$ cat config.mk
export PLATFORM = sky130hd
export DESIGN_NAME = scl_timing_gen
export DESIGN_NICKNAME = d
export VERILOG_FILES = /design/src/rtl/scl_timing_pkg.sv /design/src/rtl/scl_cfg_decode.sv /design/src/rtl/scl_prescaler.sv /design/src/rtl/scl_phase_fsm.sv /design/src/rtl/scl_timing_gen.sv
export SDC_FILE = /design/constraint.sdc
export NUM_CORES = 1
export LEC_CHECK = 0
export ABC_AREA = 0
export BUFFER_PORTS_ARGS = -buffer_cell sky130_fd_sc_hd__buf_2
export CORE_ASPECT_RATIO = 1.5
export CORE_MARGIN = 3
export CORE_UTILIZATION = 44
export CTS_BUF_LIST = sky130_fd_sc_hd__clkbuf_16
export CTS_CLUSTER_SIZE = 28
export DETAILED_ROUTE_END_ITERATION = 12
export GPL_ROUTABILITY_DRIVEN = 1
export GPL_TIMING_DRIVEN = 0
export PLACE_DENSITY = 0.67
export SLEW_MARGIN = 20
export SYNTH_ARGS = -nofsm -noshare
export SYNTH_HDL_FRONTEND = slang
export SYNTH_SLANG_ARGS = --single-unit
$ cat constraint.sdc
create_clock -name clk -period 4.1 [get_ports clk]
set_clock_uncertainty 0.15 [all_clocks]
set_input_delay 0.615 -clock clk [delete_from_list [all_inputs] [get_ports clk]]
set_output_delay 0.615 -clock clk [all_outputs]
set_load 0.005 [all_outputs]
$ cat src/rtl/scl_timing_pkg.sv
package scl_timing_pkg;

    // Width of each timing field in the packed word
    localparam int FIELD_W = 4;
    // Prescaler counter width: holds up to 2^(2^FIELD_W - 1) - 1
    localparam int PRESC_W = (1 << FIELD_W) - 1;

    typedef enum logic [1:0] {
        ST_IDLE = 2'd0,
        ST_LOW  = 2'd1,
        ST_HIGH = 2'd2,
        ST_HELD = 2'd3
    } scl_state_e;

    typedef struct packed {
        logic [FIELD_W-1:0] base;
        logic [FIELD_W-1:0] hi;
        logic [FIELD_W-1:0] lo;
    } scl_cfg_t;

endpackage

$ cat src/rtl/scl_cfg_decode.sv
module scl_cfg_decode
    import scl_timing_pkg::*;
#(
    parameter int WORD_W   = 32,
    parameter int HI_LSB   = 16,
    parameter int LO_LSB   = 12,
    parameter int BASE_LSB = 0
) (
    input  logic [WORD_W-1:0] word,
    output scl_cfg_t          cfg
);

    // Bits outside the three fields are reserved and carry no timing meaning
    logic unused_word_bits;

    always_comb begin
        cfg.hi   = word[HI_LSB   +: FIELD_W];
        cfg.lo   = word[LO_LSB   +: FIELD_W];
        cfg.base = word[BASE_LSB +: FIELD_W];
    end

    assign unused_word_bits = ^word;

endmodule

$ cat src/rtl/scl_prescaler.sv
module scl_prescaler
    import scl_timing_pkg::*;
#(
    parameter int PW = PRESC_W
) (
    input  logic               clk,
    input  logic               rst_n,
    input  logic               clear,
    input  logic               en,
    input  logic [FIELD_W-1:0] base,
    output logic               tick,
    output logic [PW-1:0]      cnt
);

    localparam int LW = PW + 1;

    logic [LW-1:0] limit_wide;
    logic [PW-1:0] limit;

    always_comb begin
        limit_wide = (LW'(1) << base) - LW'(1);
        limit      = limit_wide[PW-1:0];
        tick       = en && (cnt == limit);
    end

    always_ff @(posedge clk or negedge rst_n) begin
        if (!rst_n) begin
            cnt <= '0;
        end else if (clear) begin
            cnt <= '0;
        end else if (en) begin
            if (tick) cnt <= '0;
            else      cnt <= cnt + PW'(1);
        end
    end

endmodule

$ cat src/rtl/scl_phase_fsm.sv
module scl_phase_fsm
    import scl_timing_pkg::*;
#(
    parameter int PW = PRESC_W
) (
    input  logic               clk,
    input  logic               rst_n,
    input  logic               run,
    input  logic               scl_in,
    input  scl_cfg_t           cfg_in,
    input  logic               presc_tick,
    input  logic [PW-1:0]      presc_cnt,
    output scl_state_e         state,
    output logic [FIELD_W-1:0] tick_cnt,
    output scl_cfg_t           cfg_act,
    output logic               presc_en,
    output logic               presc_clear,
    output logic               drive_low,
    output logic               change_stb,
    output logic               sample_stb
);

    localparam int ELW = FIELD_W + PW + 1;

    scl_state_e         state_q, state_d;
    logic [FIELD_W-1:0] tick_q;
    scl_cfg_t           cfg_q;

    logic in_high, end_low, end_high, new_period;
    logic [ELW-1:0] elapsed, half_lo, half_hi;

    // Phase bookkeeping
    always_comb begin
        in_high     = (state_q == ST_HIGH) || (state_q == ST_HELD);
        presc_en    = (state_q == ST_LOW) || (in_high && scl_in);
        presc_clear = (state_q == ST_IDLE);
        end_low     = (state_q == ST_LOW) && presc_tick && (tick_q == cfg_q.lo);
        end_high    = in_high && presc_tick && (tick_q == cfg_q.hi);
        new_period  = run && ((state_q == ST_IDLE) || end_high);
    end

    // Next-state logic
    always_comb begin
        state_d = state_q;
        unique case (state_q)
            ST_IDLE: begin
                if (run) state_d = ST_LOW;
            end
            ST_LOW: begin
                if (end_low) state_d = ST_HIGH;
            end
            ST_HIGH, ST_HELD: begin
                if (!scl_in)       state_d = ST_HELD;
                else if (end_high) state_d = run ? ST_LOW : ST_IDLE;
                else               state_d = ST_HIGH;
            end
        endcase
    end

    // State register
    always_ff @(posedge clk or negedge rst_n) begin
        if (!rst_n) state_q <= ST_IDLE;
        else        state_q <= state_d;
    end

    // Tick counter and captured configuration
    always_ff @(posedge clk or negedge rst_n) begin
        if (!rst_n) begin
            tick_q <= '0;
            cfg_q  <= '0;
        end else begin
            if ((state_q == ST_IDLE) || end_low || end_high) tick_q <= '0;
            else if (presc_tick)                             tick_q <= tick_q + FIELD_W'(1);
            if (new_period) cfg_q <= cfg_in;
        end
    end

    // Outputs
    always_comb begin
        elapsed    = (ELW'(tick_q) << cfg_q.base) | ELW'(presc_cnt);
        half_lo    = ((ELW'(cfg_q.lo) + ELW'(1)) << cfg_q.base) >> 1;
        half_hi    = ((ELW'(cfg_q.hi) + ELW'(1)) << cfg_q.base) >> 1;
        drive_low  = (state_q == ST_LOW);
        change_stb = (state_q == ST_LOW) && (elapsed == half_lo);
        sample_stb = in_high && scl_in && (elapsed == half_hi);
        state      = state_q;
        tick_cnt   = tick_q;
        cfg_act    = cfg_q;
    end

endmodule

$ cat src/rtl/scl_timing_gen.sv
module scl_timing_gen
    import scl_timing_pkg::*;
#(
    parameter int WORD_W   = 32,
    parameter int HI_LSB   = 16,
    parameter int LO_LSB   = 12,
    parameter int BASE_LSB = 0
) (
    input  logic              clk,
    input  logic              rst_n,
    input  logic              run,
    input  logic [WORD_W-1:0] timing_word,
    input  logic              scl_in,
    output logic              scl_drive_low,
    output logic              change_stb,
    output logic              sample_stb
);

    scl_cfg_t           cfg_dec;
    scl_cfg_t           cfg_act;
    scl_state_e         fsm_state;
    logic [FIELD_W-1:0] tick_cnt;
    logic [PRESC_W-1:0] presc_cnt;
    logic               presc_tick, presc_en, presc_clear;

    scl_cfg_decode #(
        .WORD_W  (WORD_W),
        .HI_LSB  (HI_LSB),
        .LO_LSB  (LO_LSB),
        .BASE_LSB(BASE_LSB)
    ) decode_i (
        .word(timing_word),
        .cfg (cfg_dec)
    );

    scl_prescaler #(.PW(PRESC_W)) presc_i (
        .clk  (clk),
        .rst_n(rst_n),
        .clear(presc_clear),
        .en   (presc_en),
        .base (cfg_act.base),
        .tick (presc_tick),
        .cnt  (presc_cnt)
    );

    scl_phase_fsm #(.PW(PRESC_W)) fsm_i (
        .clk        (clk),
        .rst_n      (rst_n),
        .run        (run),
        .scl_in     (scl_in),
        .cfg_in     (cfg_dec),
        .presc_tick (presc_tick),
        .presc_cnt  (presc_cnt),
        .state      (fsm_state),
        .tick_cnt   (tick_cnt),
        .cfg_act    (cfg_act),
        .presc_en   (presc_en),
        .presc_clear(presc_clear),
        .drive_low  (scl_drive_low),
        .change_stb (change_stb),
        .sample_stb (sample_stb)
    );

endmodule

==> results of run 1 <==
==> final cells by class <==
| cell class | instances | area (um^2) |
|---|---|---|
| fillers | 869 | 4308 |
| multi-input cells | 440 | 2978 |
| flip-flops and latches | 33 | 828.3 |
| plain buffers | 55 | 305.3 |
| well taps | 110 | 137.6 |
| clock buffers | 5 | 125.1 |
| repair buffers | 21 | 112.6 |
| inverters | 13 | 48.80 |
| clock inverters | 3 | 37.54 |
==> state kept, by name, summed over array words and instances, names as in the netlist <==
signal / count
fsm_i.tick_cnt: 4
fsm_i.cfg_act: 12
fsm_i.state: 2
presc_i.cnt: 15
==> synth_stat cells (all sizes together) (9+ instances only) <==
library cell,n
and3,12
buf,27
nor3,19
dfrtp,33
a21oi,32
a211oi,10
mux2i,12
nor2b,9
nand2b,10
xor2,15
a22oi,9
nor2,42
nand2,50
o21ai,37
clkbuf,28
inv,13
nand3,19
xnor2,16
mux2,17
==> stage by stage <==
step / util / TNS, ps
final: 0.5149 / 0
after global routing: 0.5149 / 0
after CTS: 0.5037 / 0
after detailed placement: 0.4790 / -5107
after global placement: 0.4790 / -4301
after floorplan: - / 0
==> worst max path at each step <==
| stage | end | slack, ps | cells after the start |
|---|---|---|---|
| 6_report | sample_stb | 70 | 10 |
| 5_1_grt | fsm_i.cfg_act[5] | 2 | 17 |
| 4_1_cts | sample_stb | 1 | 10 |
| 3_5_place_dp | fsm_i.cfg_act[1] | -350 | 15 |
| 3_3_place_gp | fsm_i.cfg_act[11] | -310 | 15 |
| 2_1_floorplan | fsm_i.cfg_act[2] | 370 | 17 |
==> repair_timing <==
action | in CTS | in global routing
setup buffers | 0 | 3
endpoints found under the setup margin | 25 | 19
pin swaps | 0 | 3
resized for setup | 15 | 31
==> placed cells by master (no fill, tap or decap), drive strengths merged, types with 16 or more instances in the layout <==
master / Yosys / final
xnor2: 16 / 16
buf: 27 / 42
nor2: 42 / 42
a21oi: 32 / 32
dfrtp: 33 / 33
clkbuf: 28 / 39
nor3: 19 / 19
nand2: 50 / 50
o21ai: 37 / 37
mux2: 17 / 17
nand3: 19 / 19
==> kinds of logic after synthesis <==
group / share of synthesized area
compound gates: 0.2955
xor+xnor: 0.06743
fa+ha+maj: 0.01554
buf+inv: 0.07862
flops: 0.2051
mux: 0.07831
simple gates: 0.2595
==> layer usage <==
layer  track usage  up-vias  routed length, um
met5             0        -                  0
met4        0.1751        0               1033
met3       0.03733       71               1012
met2        0.5109      268               7631
met1        0.3610     2230               6034
li1              -     2080                  -
==> power groups by stage <==
stage	Sequential (mW)	Combinational, mW	Clock, mW
2_1_floorplan	0.481	2.07	0
3_3_place_gp	0.508	2.82	0
3_5_place_dp	0.509	2.83	0
4_1_cts	0.504	2.90	0.433
5_1_grt	0.520	3.28	0.444
6_report	0.510	3.09	0.427
==> summary.md, run 1 <==
| Metric | Value |
|---|---|
| Crit Path Category | `flop to output pin` |
| Final period util | `0.9835` |
| Clock tree buffer depth | `2` |
| Static Leak | `1.841 nW` |
| Synth Net Count | `582` |
| Placed Cells | `669` |
| # DRC | `0` |
| Initial antenna violation count | `0` |
| Reg2reg path depth | `15` |
| Mapped Area | `4026 um^2` |
| EDFF count, synth | `0` |
| Clock sink count | `33` |
| Fin. max-slew vios | `0` |
| Root buf cell | `clkbuf_16` |
| Place WS | `-348.7 ps` |
| I/O Pins | `39` |
| Starting Density | `0.4534` |
| Row cnt | `42` |
| Final #Nets | `610` |
| Core Region | `8881 um^2` |
| Critical-path top delay cell | `or4_1` |
| Post-Syn Instances | `541` |
| Reg2reg start | `fsm_i.cfg_act[10]` |
| Min Hold Slack | `244.4 ps` |
| Sequential share of power | `0.127` |
| Die width | `84.11 um` |
| Reg2reg setup slack | `140 ps` |
| Design Area, Final | `4573 um^2` |
| Shortest period the worst path allows | `4032 ps` |
| Gate power share | `0.768` |
| CP startpoint kind | `flop` |
| Total power draw | `4.029 mW` |
| Crit path launch | `fsm_i.cfg_act[5]` |
| DRT Wirelength | `15,710 um` |
| Mean Syn Cell Area | `7.442 um^2` |
| Max-cap check violation count | `0` |
| Top cell type's share of synthesized area | `0.2051` |
| Yosys warns | `0` |
| Die area | `10,360 um^2` |
| Slew of the pin with the lowest slew margin | `919.0 ps` |
| Final Hold Vio Count | `0` |
| Int Pwr | `1.831 mW` |
| Drt pass-1 iters | `5` |
| Final setup violating endpoints | `0` |
| Die Ht | `123.2 um` |
| PortBufs | `18` |
| Via density | `6.837` |
| Crit path max-delay family | `compound AO/OA/AOI/OAI gates` |
| Outcome | `finished clean` |
| Ant diodes | `0` |
| Worst Path Buf+Inv | `1` |
| Max FO, Critical Path | `6` |
| Seq/Total Area, Yosys | `0.2051` |
| Power per Cell Area | `881.0 nW/um^2` |
| Cts bufs inserted | `5` |
| Max Fclk | `248.0 MHz` |
| RSZ-0062 raised after global routing | `no` |
| Clk pin slew, worst setup/hold paths | `60 ps` |
| WL/cell | `23.11 um` |
| CP Data Required Time | `3340 ps` |
| Worst Hold Class | `primary input to async pin` |
| First-pass GRT wire length | `24,180 um` |
| Max-slew headroom | `0.3776` |
| Area leader, netlist | `dfrtp_1` |
| R2R Path End | `fsm_i.cfg_act[1]` |
| Ys flop type | `dfrtp_1` |
| Vias in the first global route | `4,426` |
| DRT antenna net count | `0` |
| Sw Pwr | `2.198 mW` |
| GRT Residual Overflow | `0` |
| Finished Layout Cells | `680` |
| Layout cells sized above 1 | `0.1754` |
| Area contributors post-synth | `dfrtp_1 (21%), nand2_1 (4.7%), o21ai_0 (4.6%)` |
| Max stage delay on crit path | `630 ps` |
| Worst setup margin | `67.55 ps` |
| H-tree Lvls | `2` |
| DP HPWL | `11,790 um` |
| 1st-iter DRT viols | `556` |
| CTS tree | `built` |
| Area grow syn2layout | `13.58%` |
| VDD IR max | `0.0004585 V` |
| Clock network fraction of design power | `0.106` |
| Total GRT Usage | `0.2996` |
| CTS Hold Buffers Added | `0` |
| Post-synthesis cell type count | `71` |
| Worst skew pair latency | `280 ps` |
| Via count | `4,649` |
| Crit end category | `output pin` |
| Dpl cell area | `4254 um^2` |
| CP Cell Sequence | `ha_1, nand2_1, o21ai_0, a32o_2, a221oi_2, mux2i_1, or4_1, a2111oi_4, o2111a_1, buf_2` |
| Largest net degree at the start of global routing | `34` |
| Ys async rst share | `1.000` |
| Synth Register Bits | `33` |
| CP arrival | `3270 ps` |
| Routability cong. | `0.9841` |
| Sw frac | `0.5456` |
Note: power is estimated with default switching activity, not from simulation.
==> run 2, diff against run 1 <==
Settings changed: CORE_MARGIN 3 to 1.5.
==> summary.md, run 2 (same netlist as run 1, synthesis figures left out) <==
| Metric | Value |
|---|---|
| Via count | `4,707 (+1.2%)` |
| Max reg flops | `15 (unchanged)` |
| CTS tree | `built` |
| Die area | `9746 um^2 (-5.9%)` |
| Clock sink count | `33 (unchanged)` |
| Place WS | `-341.7 ps (+6.992 ps)` |
| Clock tree buffer depth | `2 (unchanged)` |
| PortBufs | `18 (unchanged)` |
| Finished Layout Cells | `680 (unchanged)` |
| Max-slew headroom | `0.4112 (+0.03351)` |
| # DRC | `0 (unchanged)` |
| Int Pwr | `1.795 mW (-1.9%)` |
| GRT Residual Overflow | `0 (unchanged)` |
| Die Ht | `120.2 um (-2.4%)` |
| DP HPWL | `11,430 um (-3.0%)` |
| Leading cell type in the layout, fill and taps excluded | `nand2_1` |
| Drt pass-1 iters | `5 (unchanged)` |
| Die width | `81.11 um (-3.6%)` |
| Ant diodes | `0 (unchanged)` |
| H-tree Lvls | `2 (unchanged)` |
| Largest Register | `presc_i.cnt` |
| Reg2reg path depth | `14 (-1)` |
| Via density | `6.922 (+1.2%)` |
| Placed Cells | `669 (unchanged)` |
| Critical-path top delay cell | `or3b_2` |
| Crit path max-delay family | `simple AND/OR/NAND/NOR gates` |
| Worst skew pair latency | `290 ps (about the same)` |
| DRT antenna net count | `0 (unchanged)` |
| Final setup violating endpoints | `0 (unchanged)` |
| Total power draw | `3.983 mW (-1.1%)` |
| Worst Path Buf+Inv | `3 (+2)` |
| Root buf cell | `clkbuf_16` |
| Final core utilization | `0.5141 (-0.0008460)` |
| Outcome | `finished clean` |
| Layout cells sized above 1 | `0.1772 (+0.001754)` |
| Core Region | `8881 um^2 (unchanged)` |
| DRT Wirelength | `15,220 um (-3.2%)` |
| Max-cap check violation count | `0 (unchanged)` |
| CP Depth | `14 (+4)` |
| Max Fclk | `248.6 MHz (+0.26%)` |
| Gate power share | `0.780 (+0.012)` |
| Routability cong. | `1.037 (+5.4%)` |
| Largest net degree at the start of global routing | `34 (unchanged)` |
| Cts bufs inserted | `5 (unchanged)` |
| Static Leak | `1.823 nW (-0.96%)` |
| WL/cell | `22.38 um (-3.2%)` |
| Fin. max-slew vios | `0 (unchanged)` |
| VDD IR max | `0.0004448 V (-3.0%)` |
| Max FO, Critical Path | `10 (+4)` |
| Crit Path Category | `flop to flop` |
| Commonest non-fill, non-tap cells in the layout | `nand2_1 (50), nor2_1 (39), o21ai_0 (34), dfrtp_1 (31), a21oi_1 (30)` |
| Total GRT Usage | `0.3179 (+0.01832)` |
| Sequential share of power | `0.128 (about the same)` |
| Row cnt | `42 (unchanged)` |
| Clk pin slew, worst setup/hold paths | `60 ps (about the same)` |
| CP Data Required Time | `4110 ps (+770 ps)` |
| CP arrival | `4030 ps (+760 ps)` |
| Sw frac | `0.5492 (+0.003616)` |
| Slew of the pin with the lowest slew margin | `869.5 ps (-49.49 ps)` |
| CP Cell Sequence | `buf_4, nor2_4, nand2_1, ha_1, clkbuf_4, or3b_2, a211oi_2, o32ai_1, mux2i_1, and4b_1, and3_1, a21oi_4, buf_6, mux2_1` |
| Final #Nets | `610 (unchanged)` |
| Area grow syn2layout | `13.39%` |
| Clock network fraction of design power | `0.092 (-0.014)` |
| Vias in the first global route | `4,424 (-0.045%)` |
| Total negative slack | `0 ps (unchanged)` |
| Worst Hold Class | `primary input to async pin` |
| Max stage delay on crit path | `460 ps (-170 ps)` |
| CTS Hold Buffers Added | `0 (unchanged)` |
| Starting Density | `0.4534 (unchanged)` |
| Shortest period the worst path allows | `4022 ps (-10.63 ps)` |
| First-pass GRT wire length | `23,430 um (-3.1%)` |
| 1st-iter DRT viols | `579 (+4.1%)` |
| Crit end category | `flop` |
| Power per Cell Area | `872.3 nW/um^2 (-0.98%)` |
| Worst setup margin | `78.19 ps (+10.63 ps)` |
| Sw Pwr | `2.187 mW (-0.49%)` |
| Initial antenna violation count | `0 (unchanged)` |
| Final Hold Vio Count | `0 (unchanged)` |
| Dpl cell area | `4254 um^2 (unchanged)` |
| I/O Pins | `39 (unchanged)` |
| Design Area, Final | `4566 um^2 (-0.16%)` |
| Min Hold Slack | `257.5 ps (+13.09 ps)` |
| CP startpoint kind | `flop` |
| Final period util | `0.9809 (-0.002593)` |
-- run 2: cell types whose count changed in the layout (fill, tap and decap cells not counted), moves of 2 or more --
cell / delta
o21ai_0: -2
o21ai_1: +2
buf_2: -3
clkinv_2: +2
-- run 2: power groups by stage --
stage          clock (mW)  combinational [mW]  sequential (mW)
2_1_floorplan           0                2.07            0.481
3_3_place_gp            0                2.79            0.506
3_5_place_dp            0                2.80            0.509
4_1_cts             0.372                2.86            0.503
5_1_grt             0.390                3.27            0.523
6_report            0.367                3.11            0.510
-- run 2: repair_timing --
| action | in CTS | in global routing |
|---|---|---|
| setup endpoints to repair | 25 | 21 |
| pin swaps | 0 | 2 |
| setup buffers | 0 | 4 |
| gates cloned | 0 | 1 |
| resized for setup | 10 | 41 |
-- run 2: layout make-up --
type / count / area (um^2)
repair buffers: 23 / 131.4
clock inverters: 3 / 17.52
inverters: 13 / 48.80
plain buffers: 53 / 296.5
clock buffers: 5 / 125.1
flip-flops and latches: 33 / 828.3
well taps: 110 / 137.6
multi-input cells: 440 / 2980
fillers: 883 / 4315
-- run 2: worst paths after layout --
check | start | end | slack [ps]
min in group clk | timing_word[17] | fsm_i.cfg_act[5] | 390
worst max-delay path | fsm_i.cfg_act[10] | fsm_i.cfg_act[7] | 80
worst max register to register | fsm_i.cfg_act[10] | fsm_i.cfg_act[7] | 80
worst min-delay path | rst_n | presc_i.cnt[2] | 260
worst min register to register | fsm_i.cfg_act[5] | fsm_i.cfg_act[5] | 480
max in group asynchronous | rst_n | fsm_i.cfg_act[9] | 2990
-- run 2: routing by layer --
| layer | track usage | wire (um) |
|---|---|---|
| met1 | 0.3791 | 5607 |
| met2 | 0.5146 | 7325 |
| met3 | 0.03726 | 1008 |
| met4 | 0.2274 | 1275 |
| met5 | 0 | 0 |
==> run 3, diff against run 2 <==
Settings changed: CELL_PAD_IN_SITES_DETAIL_PLACEMENT set to 0, CELL_PAD_IN_SITES_GLOBAL_PLACEMENT set to 1, PLACE_DENSITY 0.67 to 0.85.
==> summary.md, run 3 (same netlist as run 1, synthesis figures left out) <==
| Metric | Value |
|---|---|
| PortBufs | `18 (unchanged)` |
| Final #Nets | `615 (+0.82%)` |
| Final period util | `0.9783 (-0.002610)` |
| Clock tree buffer depth | `2 (unchanged)` |
| Vias in the first global route | `4,217 (-4.7%)` |
| Multi-input gate area | `2993 um^2 (+0.42%)` |
| Max FO, Critical Path | `10 (unchanged)` |
| # DRC | `0 (unchanged)` |
| Die width | `81.11 um (unchanged)` |
| Finished Layout Cells | `685 (+0.74%)` |
| Clock sink count | `33 (unchanged)` |
| Commonest non-fill, non-tap cells in the layout | `nand2_1 (50), nor2_1 (38), o21ai_0 (36), buf_2 (31), dfrtp_1 (31)` |
| CTS Hold Buffers Added | `0 (unchanged)` |
| Ant diodes | `0 (unchanged)` |
| Placed Cells | `669 (unchanged)` |
| CP Data Required Time | `3340 ps (-770 ps)` |
| WL/cell | `22.53 um (+0.66%)` |
| Crit path launch | `fsm_i.cfg_act[8]` |
| 1st-iter DRT viols | `432 (-25%)` |
| DP HPWL | `11,610 um (+1.6%)` |
| DRT Wirelength | `15,430 um (+1.4%)` |
| Met3 Routed Length | `920 um (-8.7%)` |
| Cts bufs inserted | `5 (unchanged)` |
| Top sig layer | `met4` |
| Max Fclk | `249.3 MHz (+0.27%)` |
| Layout cells sized above 1 | `0.1948 (+0.01759)` |
| Slew of the pin with the lowest slew margin | `909.3 ps (+39.77 ps)` |
| Row cnt | `42 (unchanged)` |
| Crit path max-delay family | `compound AO/OA/AOI/OAI gates` |
| H-tree Lvls | `2 (unchanged)` |
| GRT Residual Overflow | `0 (unchanged)` |
| RSZ-0062 raised after global routing | `no` |
| R2R Path End | `fsm_i.cfg_act[7]` |
| Reg2reg path depth | `14 (unchanged)` |
| Flip-flop and latch area | `828.3 um^2 (unchanged)` |
| Core Region | `8881 um^2 (unchanged)` |
| DRT met1 WL | `5913 um (+5.5%)` |
| Worst Hold Class | `primary input to async pin` |
| Worst skew pair latency | `280 ps (about the same)` |
| DRT antenna net count | `0 (unchanged)` |
| Max-cap check violation count | `0 (unchanged)` |
| Drt pass-1 iters | `5 (unchanged)` |
| Final Hold Vio Count | `0 (unchanged)` |
| CP most frequent cell | `buf_6` |
| Max stage delay on crit path | `730 ps (+270 ps)` |
| Total GRT Usage | `0.3216 (+0.003773)` |
| CP startpoint kind | `flop` |
| Static Leak | `1.866 nW (+2.3%)` |
| Clk pin slew, worst setup/hold paths | `60 ps (about the same)` |
| Fin. max-slew vios | `0 (unchanged)` |
| Dpl cell area | `4254 um^2 (unchanged)` |
| Largest Register | `presc_i.cnt` |
| VDD IR max | `0.0004218 V (-5.2%)` |
| Final setup violating endpoints | `0 (unchanged)` |
| Outcome | `finished clean` |
| Reg2reg start | `fsm_i.cfg_act[10]` |
| Reg2reg setup slack | `190 ps (+110 ps)` |
| CP Depth | `12 (-2)` |
| Initial antenna violation count | `0 (unchanged)` |
| Routability cong. | `1.010 (-2.6%)` |
| Shortest period the worst path allows | `4011 ps (-10.70 ps)` |
| Critical-path top delay cell | `o21ai_0` |
| CTS tree | `built` |
| Max-slew headroom | `0.3842 (-0.02693)` |
| Power per Cell Area | `872.1 nW/um^2 (about the same)` |
| Crit Path Category | `flop to output pin` |
| CP Cell Sequence | `buf_6, buf_6, buf_8, nor2b_1, o2bb2ai_1, a31oi_1, o21ai_0, o211ai_1, a32oi_1, o221ai_1, nor3_1, buf_2` |
| CP arrival | `3250 ps (-780 ps)` |
| Max reg flops | `15 (unchanged)` |
| Worst setup path end | `change_stb` |
| Leading cell type in the layout, fill and taps excluded | `nand2_1` |
| Worst Path Buf+Inv | `4 (+1)` |
| Met2 Routed Length | `7630 um (+4.2%)` |
| Via density | `6.653 (-3.9%)` |
| Crit end category | `output pin` |
| Final core utilization | `0.5211 (+0.007045)` |
| First-pass GRT wire length | `23,270 um (-0.65%)` |
| Via count | `4,557 (-3.2%)` |
| Die area | `9746 um^2 (unchanged)` |
| Area grow syn2layout | `14.95%` |
| Design Area, Final | `4628 um^2 (+1.4%)` |
| Die Ht | `120.2 um (unchanged)` |
| Min Hold Slack | `249.9 ps (-7.598 ps)` |
| Root buf cell | `clkbuf_16` |
| Starting Density | `0.4534 (unchanged)` |
| I/O Pins | `39 (unchanged)` |
| Largest net degree at the start of global routing | `34 (unchanged)` |
| # fillers | `881 (-0.23%)` |
## run 3: cell types whose count changed in the layout (fill, tap and decap cells not counted), moves of 2 or more
cell      previous run  this run
clkbuf_1            22        19
clkbuf_2             8        10
o21ai_0             34        36
buf_2               28        31
o21ai_1              3         1
buf_4                5        10
clkbuf_4             5         3
## run 3: where the power goes
part	total [mW]	internal (mW)	leakage, nW	switching (mW)
clock network	0.370	0.223	0.0696	0.147
logic	3.15	1.18	1.38	1.97
registers	0.512	0.425	0.420	0.0875
total	4.04	1.83	1.87	2.20
## run 3: worst min path at each step
stage / slack, ps / startpoint / cells past startpoint / end
6_report: 250 / rst_n / 1 / presc_i.cnt[2]
5_1_grt: 320 / rst_n / 1 / presc_i.cnt[2]
4_1_cts: 280 / rst_n / 1 / presc_i.cnt[2]
3_5_place_dp: 450 / fsm_i.cfg_act[5] / 1 / fsm_i.cfg_act[5]
3_3_place_gp: 450 / presc_i.cnt[14] / 2 / presc_i.cnt[14]
2_1_floorplan: 170 / rst_n / 0 / fsm_i.cfg_act[0]
## run 3: repair_timing
action,4_1_cts,5_1_grt
pin swaps,0,4
gates resized for setup,16,34
setup buffers,0,9
cloned,0,1
setup endpoints to repair,25,24
## run 3: area by class of cell
| cell class | count | area share |
|---|---|---|
| plain buffers | 53 | 0.06380 |
| clock buffers | 5 | 0.02703 |
| clock inverters | 3 | 0.003785 |
| inverters | 13 | 0.01054 |
| multi-input cells | 440 | 0.6467 |
| flip-flops and latches | 33 | 0.1790 |
| well taps | 110 | 0.02974 |
| repair buffers | 28 | 0.03947 |
## run 3: per-stage QoR
step	setup TNS (ps)	setup slack [ps]	total power [mW]
CTS	0	7.709	3.781
global route	0	4.020	4.247
detailed placement	-5091	-332.1	3.323
floorplan	0	374.7	2.552
global placement	-4262	-300.9	3.318
finish	0	88.89	4.036
## run 3: routing by layer
metal / track usage / vias to the layer above
met5: 0 / -
met4: 0.2004 / 0
met3: 0.04183 / 67
met2: 0.5266 / 246
met1: 0.3887 / 2162
li1: - / 2082
